File: config.mk
export PLATFORM = sky130hd
export DESIGN_NAME = supmon_irq_ctrl
export DESIGN_NICKNAME = d
export VERILOG_FILES = /design/src/rtl/supmon_pkg.sv /design/src/rtl/supmon_ctrl.sv /design/src/rtl/supmon_dp.sv /design/src/rtl/supmon_irq_ctrl.sv
export SDC_FILE = /design/constraint.sdc
export NUM_CORES = 1
export LEC_CHECK = 0
export BUFFER_PORTS_ARGS = -buffer_cell sky130_fd_sc_hd__buf_2
export CAP_MARGIN = 20
export CELL_PAD_IN_SITES_DETAIL_PLACEMENT = 1
export CELL_PAD_IN_SITES_GLOBAL_PLACEMENT = 1
export CORE_MARGIN = 2
export CORE_UTILIZATION = 23
export CTS_BUF_LIST = sky130_fd_sc_hd__clkbuf_8
export CTS_CLUSTER_DIAMETER = 150
export DETAILED_ROUTE_END_ITERATION = 6
export MAX_ROUTING_LAYER = met4
export PLACE_DENSITY = 0.86
export SYNTH_ARGS = -nofsm -noshare
export SYNTH_HDL_FRONTEND = slang
export SYNTH_SLANG_ARGS = --single-unit
File: constraint.sdc
create_clock -name clk -period 1 [get_ports clk]
set_input_delay 0.15 -clock clk [delete_from_list [all_inputs] [get_ports clk]]
set_output_delay 0.15 -clock clk [all_outputs]
set_load 0.02 [all_outputs]
File: src/rtl/supmon_pkg.sv
package supmon_pkg;
  localparam int DATA_W = 32;
  localparam int NFLAG = 5;

  // enable word bit positions
  localparam int EN_BAT = 0;
  localparam int EN_UNDER = 1;
  localparam int EN_OVER = 2;
  localparam int EN_SEL = 8;
  localparam int EN_RANGE = 10;
  localparam logic [DATA_W-1:0] EN_MASK =
      (32'd1 << EN_BAT) | (32'd1 << EN_UNDER) | (32'd1 << EN_OVER) |
      (32'd1 << EN_SEL) | (32'd1 << EN_RANGE);

  // flag index: 0 batLow, 1 under, 2 over, 3 range1, 4 range2
  localparam logic [NFLAG-1:0] FLAG_RST = 5'b01000;
  localparam int LIVE1_POS = 13;
  localparam int LIVE2_POS = 14;

  function automatic int flagPos(int idx);
    case (idx)
      3: flagPos = 8;
      4: flagPos = 9;
      default: flagPos = idx;
    endcase
  endfunction

  typedef struct packed {
    logic enWr;
    logic statWr;
    logic enSel;
    logic statSel;
  } strobes_t;
endpackage

File: src/rtl/supmon_ctrl.sv
module supmon_ctrl
  import supmon_pkg::*;
#(
  parameter int ADDR_W = 4
) (
  input  logic              clk,
  input  logic              rstN,
  input  logic [ADDR_W-1:0] busAddr,
  input  logic              busWrEn,
  output strobes_t          strobes
);
  localparam logic [ADDR_W-1:0] OFS_EN = ADDR_W'(0);
  localparam logic [ADDR_W-1:0] OFS_STAT = ADDR_W'(4);

  always_comb begin
    strobes.enSel = (busAddr == OFS_EN);
    strobes.statSel = (busAddr == OFS_STAT);
    strobes.enWr = busWrEn && strobes.enSel;
    strobes.statWr = busWrEn && strobes.statSel;
  end

  // at most one register is written per cycle
  p_one_target_r11: assert property (@(posedge clk) disable iff (!rstN)
    $onehot0({strobes.enWr, strobes.statWr}));
endmodule

File: src/rtl/supmon_dp.sv
module supmon_dp
  import supmon_pkg::*;
(
  input  logic              clk,
  input  logic              rstN,
  input  strobes_t          strobes,
  input  logic [DATA_W-1:0] wrData,
  input  logic              inBatLow,
  input  logic              inRegUnder,
  input  logic              inRegOver,
  input  logic              inRange1,
  input  logic              inRange2,
  output logic [DATA_W-1:0] rdData,
  output logic              irqOut,
  output logic              nmiOut
);
  logic [DATA_W-1:0] enQ;
  logic [NFLAG-1:0]  flagQ;
  logic [NFLAG-1:0]  cond;
  logic [1:0]        liveQ;
  logic [DATA_W-1:0] statusVal;
  logic              irqNext;
  logic              nmiNext;

  assign cond = {inRange2, inRange1, inRegOver, inRegUnder, inBatLow};

  always_ff @(posedge clk or negedge rstN) begin
    if (!rstN) enQ <= '0;
    else if (strobes.enWr) enQ <= wrData & EN_MASK;
  end

  // sticky flags: a set beats a clear in the same cycle
  for (genvar i = 0; i < NFLAG; i++) begin : g_flag
    always_ff @(posedge clk or negedge rstN) begin
      if (!rstN) flagQ[i] <= FLAG_RST[i];
      else flagQ[i] <= cond[i] | (flagQ[i] & ~(strobes.statWr & wrData[flagPos(i)]));
    end
  end

  always_ff @(posedge clk or negedge rstN) begin
    if (!rstN) liveQ <= 2'b01;
    else liveQ <= {inRange2, inRange1};
  end

  always_comb begin
    statusVal = '0;
    for (int i = 0; i < NFLAG; i++) statusVal[flagPos(i)] = flagQ[i];
    statusVal[LIVE1_POS] = liveQ[0];
    statusVal[LIVE2_POS] = liveQ[1];
  end

  always_comb begin
    irqNext = (enQ[EN_RANGE] & (enQ[EN_SEL] ? flagQ[4] : flagQ[3])) |
              (enQ[EN_OVER] & flagQ[2]);
    nmiNext = (enQ[EN_UNDER] & flagQ[1]) | (enQ[EN_BAT] & flagQ[0]);
  end

  always_ff @(posedge clk or negedge rstN) begin
    if (!rstN) begin
      irqOut <= 1'b0;
      nmiOut <= 1'b0;
    end else begin
      irqOut <= irqNext;
      nmiOut <= nmiNext;
    end
  end

  always_comb begin
    if (strobes.enSel) rdData = enQ;
    else if (strobes.statSel) rdData = statusVal;
    else rdData = '0;
  end

  p_live_r3: assert property (@(posedge clk) disable iff (!rstN)
    1'b1 |=> (statusVal[LIVE2_POS] == $past(inRange2)));
  p_set_r4: assert property (@(posedge clk) disable iff (!rstN)
    inRegOver |=> flagQ[2]);
  p_clear_r5: assert property (@(posedge clk) disable iff (!rstN)
    (strobes.statWr && wrData[2] && !inRegOver) |=> !flagQ[2]);
  p_masked_r8: assert property (@(posedge clk) disable iff (!rstN)
    (!enQ[EN_OVER] && !enQ[EN_RANGE]) |=> !irqOut);
  p_nmi_r9: assert property (@(posedge clk) disable iff (!rstN)
    (enQ[EN_UNDER] && flagQ[1]) |=> nmiOut);
endmodule

File: src/rtl/supmon_irq_ctrl.sv
module supmon_irq_ctrl
  import supmon_pkg::*;
#(
  parameter int ADDR_W = 4
) (
  input  logic              clk,
  input  logic              rstN,
  input  logic [ADDR_W-1:0] busAddr,
  input  logic              busWrEn,
  input  logic [31:0]       busWrData,
  output logic [31:0]       busRdData,
  input  logic              inBatLow,
  input  logic              inRegUnder,
  input  logic              inRegOver,
  input  logic              inRange1,
  input  logic              inRange2,
  output logic              irqOut,
  output logic              nmiOut
);
  strobes_t strobes;

  supmon_ctrl #(.ADDR_W(ADDR_W)) ctrl_i (
    .clk(clk), .rstN(rstN), .busAddr(busAddr), .busWrEn(busWrEn), .strobes(strobes)
  );

  supmon_dp dp_i (
    .clk(clk), .rstN(rstN), .strobes(strobes), .wrData(busWrData),
    .inBatLow(inBatLow), .inRegUnder(inRegUnder), .inRegOver(inRegOver),
    .inRange1(inRange1), .inRange2(inRange2),
    .rdData(busRdData), .irqOut(irqOut), .nmiOut(nmiOut)
  );
endmodule

==> impl_metrics.prom <==
# TYPE chip_impl_metric gauge
chip_impl_metric{name="cts_sinks",unit=""} 14
chip_impl_metric{name="power.switching",unit="mW"} 0.5061
chip_impl_metric{name="power_frac_comb",unit=""} 0.271
chip_impl_metric{name="cp_data_required_time",unit="ps"} 850
chip_impl_info{name="synth_flop_cell",value="sky130_fd_sc_hd__dfrtp_1"} 1
chip_impl_metric{name="die_wd",unit="um"} 64.69
chip_impl_metric{name="clk_path_buf_depth",unit=""} 2
chip_impl_metric{name="viasPerCell",unit=""} 3.804
chip_impl_metric{name="yosysUniqueCellTypes",unit=""} 20
chip_impl_metric{name="top_level_ports",unit=""} 78
chip_impl_metric{name="route.antenna.remaining_nets",unit=""} 0
chip_impl_metric{name="pre_cts_ws",unit="ps"} -440.1
chip_impl_metric{name="syn_inst",unit=""} 79
chip_impl_info{name="worstReg2RegStart",value="dp_i.enQ[8]"} 1
chip_impl_metric{name="cts_made_buffers",unit=""} 3
chip_impl_metric{name="die_area",unit="mm2"} 0.004184
chip_impl_metric{name="remaining_drc_errors",unit=""} 0
chip_impl_info{name="worst_hold_path_type",value="in2reg"} 1
chip_impl_info{name="launch_point_of_the_critical_path",value="busAddr[3]"} 1
chip_impl_metric{name="worstRegToRegCells",unit=""} 2
chip_impl_metric{name="vias",unit=""} 639
chip_impl_metric{name="dr.first_iter.drc_count",unit=""} 12
chip_impl_metric{name="r2r_slack",unit="ps"} -50
chip_impl_metric{name="numPortBuffers",unit=""} 27
chip_impl_metric{name="place_area",unit="mm2"} 0.001015
chip_impl_metric{name="placeableCoreArea",unit="mm2"} 0.003606
chip_impl_metric{name="wire_length_of_the_first_global_routing_pass",unit="um"} 3174
chip_impl_metric{name="clock_power_share",unit=""} 0.325
chip_impl_metric{name="wire_length_on_met3",unit="um"} 126
chip_impl_metric{name="final_critical_delay_including_setup_and_external_delays",unit="ps"} 1282
chip_impl_metric{name="grt-ovfl-total",unit=""} 0
chip_impl_metric{name="arrival",unit="ps"} 1130
chip_impl_metric{name="grt_max_degree",unit=""} 15
chip_impl_info{name="highest-signal-layer",value="met4"} 1
chip_impl_metric{name="dp_hpwl",unit="um"} 1621
chip_impl_metric{name="power.switching_fraction",unit=""} 0.2934
chip_impl_metric{name="power_per_cell_area",unit="mW/mm2"} 1430
chip_impl_info{name="worstSetupEndpoint",value="busRdData[10]"} 1
chip_impl_metric{name="p_int",unit="mW"} 1.219
chip_impl_metric{name="wirelength",unit="um"} 2212
chip_impl_metric{name="syn_to_layout_area_delta",unit="%"} 42.39
chip_impl_metric{name="synth.ff_latch_count",unit=""} 14
chip_impl_metric{name="drtPass1Iterations",unit=""} 2
chip_impl_info{name="most_common_library_cell_in_the_layout_ignoring_fill_and_taps",value="sky130_fd_sc_hd__conb_1"} 1
chip_impl_metric{name="setup_violations",unit=""} 18
chip_impl_metric{name="row_count",unit=""} 22
chip_impl_metric{name="numPlacedInstances",unit=""} 158
chip_impl_info{name="cts_tree",value="yes"} 1
chip_impl_metric{name="leakagePower",unit="nW"} 0.6055
chip_impl_info{name="worst_setup_path_end_kind",value="primary output"} 1
chip_impl_metric{name="layout.cell_area.non_filler",unit="mm2"} 0.001206
chip_impl_metric{name="postSynth.asyncResetShare",unit=""} 1.000
chip_impl_metric{name="timing_max_transition_violations_final",unit=""} 0
chip_impl_metric{name="final_net_count",unit=""} 165
chip_impl_metric{name="globalplace.congestion",unit=""} 0.7246
chip_impl_metric{name="final_hold_slack",unit="ps"} 3.566
chip_impl_info{name="timing.rr.end",value="dp_i.irqOut"} 1
chip_impl_metric{name="synth_edf_count",unit=""} 0
chip_impl_metric{name="ys_seq_area_frac",unit=""} 0.4165
chip_impl_metric{name="drt-wirelength-per-cell",unit="um"} 13.17
chip_impl_info{name="mostFrequentLayoutCells",value="24 x sky130_fd_sc_hd__conb_1, 18 x sky130_fd_sc_hd__buf_2, 12 x sky130_fd_sc_hd__dfrtp_1"} 1
chip_impl_metric{name="grt_util_all_layers",unit=""} 0.1081
chip_impl_metric{name="maxCapViolations",unit=""} 0
chip_impl_info{name="critical_path_class",value="in2out"} 1
chip_impl_metric{name="die_h",unit="um"} 64.69
chip_impl_metric{name="synth_area",unit="um2"} 847.1
chip_impl_metric{name="clock.fmax",unit="GHz"} 0.7798
chip_impl_metric{name="share_seq_of_total_power",unit=""} 0.405
chip_impl_metric{name="worst_clock_skew",unit="ps"} 2.901
chip_impl_metric{name="total_length_of_routed_met2_wires",unit="um"} 1203
chip_impl_info{name="startpoint_type",value="primary input"} 1
chip_impl_metric{name="layout_worst_path_cycle_share",unit=""} 1.282
chip_impl_info{name="run_status",value="complete, but fails checks"} 1
chip_impl_metric{name="worst_path_setup_slack_after_routing",unit="ps"} -282.3
chip_impl_metric{name="report.final.hold_viol_count",unit=""} 0
chip_impl_metric{name="syn_avg_cell_area",unit="um2"} 10.72
chip_impl_metric{name="drt-met1-wl",unit="um"} 823
chip_impl_info{name="clock_tree.root_cell",value="sky130_fd_sc_hd__clkbuf_8"} 1
chip_impl_metric{name="clk_pin_slew",unit="ps"} 50
chip_impl_metric{name="design_power_total",unit="mW"} 1.725
chip_impl_info{name="failed_checks",value="setup timing"} 1
chip_impl_metric{name="antenna-diode-count",unit=""} 0
chip_impl_metric{name="h-tree-depth",unit=""} 1
chip_impl_metric{name="first_global_vias",unit=""} 624
chip_impl_metric{name="instances_no_fill",unit=""} 168
chip_impl_metric{name="initial_util",unit=""} 0.2349
chip_impl_info{name="grt_setup_unrepaired",value="yes"} 1
chip_impl_metric{name="clk-insertion-delay-late",unit="ps"} 250
chip_impl_metric{name="synth-warning-count",unit=""} 0
chip_impl_metric{name="grt_antenna_before_repair",unit=""} 0
chip_impl_metric{name="timing.critical_path.fanout_max",unit=""} 5
chip_impl_metric{name="proportion_of_layout_cells_with_a_drive_suffix_above_1",unit=""} 0.5333
chip_impl_metric{name="vdd_drop_max",unit="uV"} 423.4
[worst min-delay path by stage]
stage | endpoint | slack [ps] | cells after the start | from
final | dp_i.liveQ[0] | 4 | 1 | inRange1
after global routing | dp_i.liveQ[0] | 6 | 1 | inRange1
after CTS | dp_i.liveQ[0] | 3 | 1 | inRange1
after detailed placement | dp_i.flagQ[4] | 60 | 1 | rstN
after global placement | dp_i.flagQ[4] | 50 | 1 | rstN
after floorplan | dp_i.enQ[0] | -150 | 0 | rstN
[Yosys cell counts, types with 2 or more instances]
| master | number | share of area |
|---|---|---|
| sky130_fd_sc_hd__a22o_1 | 2 | 0.021 |
| sky130_fd_sc_hd__nand2b_1 | 5 | 0.037 |
| sky130_fd_sc_hd__o21ai_1 | 3 | 0.018 |
| sky130_fd_sc_hd__dfstp_2 | 2 | 0.062 |
| sky130_fd_sc_hd__o21ai_0 | 2 | 0.012 |
| sky130_fd_sc_hd__mux2i_1 | 4 | 0.047 |
| sky130_fd_sc_hd__nor2_1 | 4 | 0.018 |
| sky130_fd_sc_hd__mux2_4 | 5 | 0.089 |
| sky130_fd_sc_hd__nand2_1 | 5 | 0.022 |
| sky130_fd_sc_hd__buf_4 | 24 | 0.21 |
| sky130_fd_sc_hd__and3_1 | 3 | 0.022 |
| sky130_fd_sc_hd__dfrtp_1 | 12 | 0.35 |
[stage by stage]
step | setup TNS, ps | util
4_1_cts | -3028 | 0.3189
3_5_place_dp | -6040 | 0.2814
6_report | -2560 | 0.3345
5_1_grt | -3119 | 0.3345
2_1_floorplan | -1869 | -
3_3_place_gp | -5722 | 0.2814
[per-layer routing]
metal / vias to the layer above / global-route usage
li1: 298 / -
met1: 302 / 0.1112
met2: 34 / 0.1953
met3: 5 / 0.01042
met4: 0 / 0.07181
met5: - / -
[cells by family after synthesis]
group,Yosys count,synth area share
AOI/OAI and AO/OA,7,0.05022
buffers and inverters,25,0.2186
DFF,14,0.4165
muxes,10,0.1492
other,1,0.004427
and+or+nand+nor,22,0.1610
[repair_timing]
| action | in CTS | in global routing |
|---|---|---|
| gates resized for setup | 21 | 4 |
| setup endpoints to repair | 19 | 19 |
| pin swaps | 6 | 7 |
| gates cloned | 0 | 0 |
| hold buffers | 1 | 0 |
| endpoints found under the hold margin | 12 | 0 |
| buffers inserted | 0 | 5 |
[worst max-delay path, cell delays in order]
cell and delay [ps]:
sky130_fd_sc_hd__buf_6 90, sky130_fd_sc_hd__buf_6 100, sky130_fd_sc_hd__or3_4 440, sky130_fd_sc_hd__nor3b_4 200, sky130_fd_sc_hd__buf_6 140
[power groups by stage]
| stage | registers [mW] | logic [mW] | clock network [mW] |
|---|---|---|---|
| after detailed placement | 0.705 | 0.404 | 0 |
| final | 0.698 | 0.467 | 0.560 |
| after global routing | 0.706 | 0.502 | 0.584 |
| after floorplan | 0.722 | 0.323 | 0 |
| after CTS | 0.699 | 0.428 | 0.562 |
| after global placement | 0.702 | 0.391 | 0 |
[area by class of cell]
class                   count  area [um2]
fillers                   424        2400
clock buffers               4       55.05
repair buffers             39       287.8
flip-flops and latches     14       352.8
multi-input cells          63       450.4
well taps                  48       60.06
[state kept, by name, indices dropped and copies added, names as in the netlist]
register     cells
dp_i.liveQ       2
dp_i.irqOut      1
dp_i.enQ         5
dp_i.flagQ       5
dp_i.nmiOut      1
(Power assumes the default switching activity.)
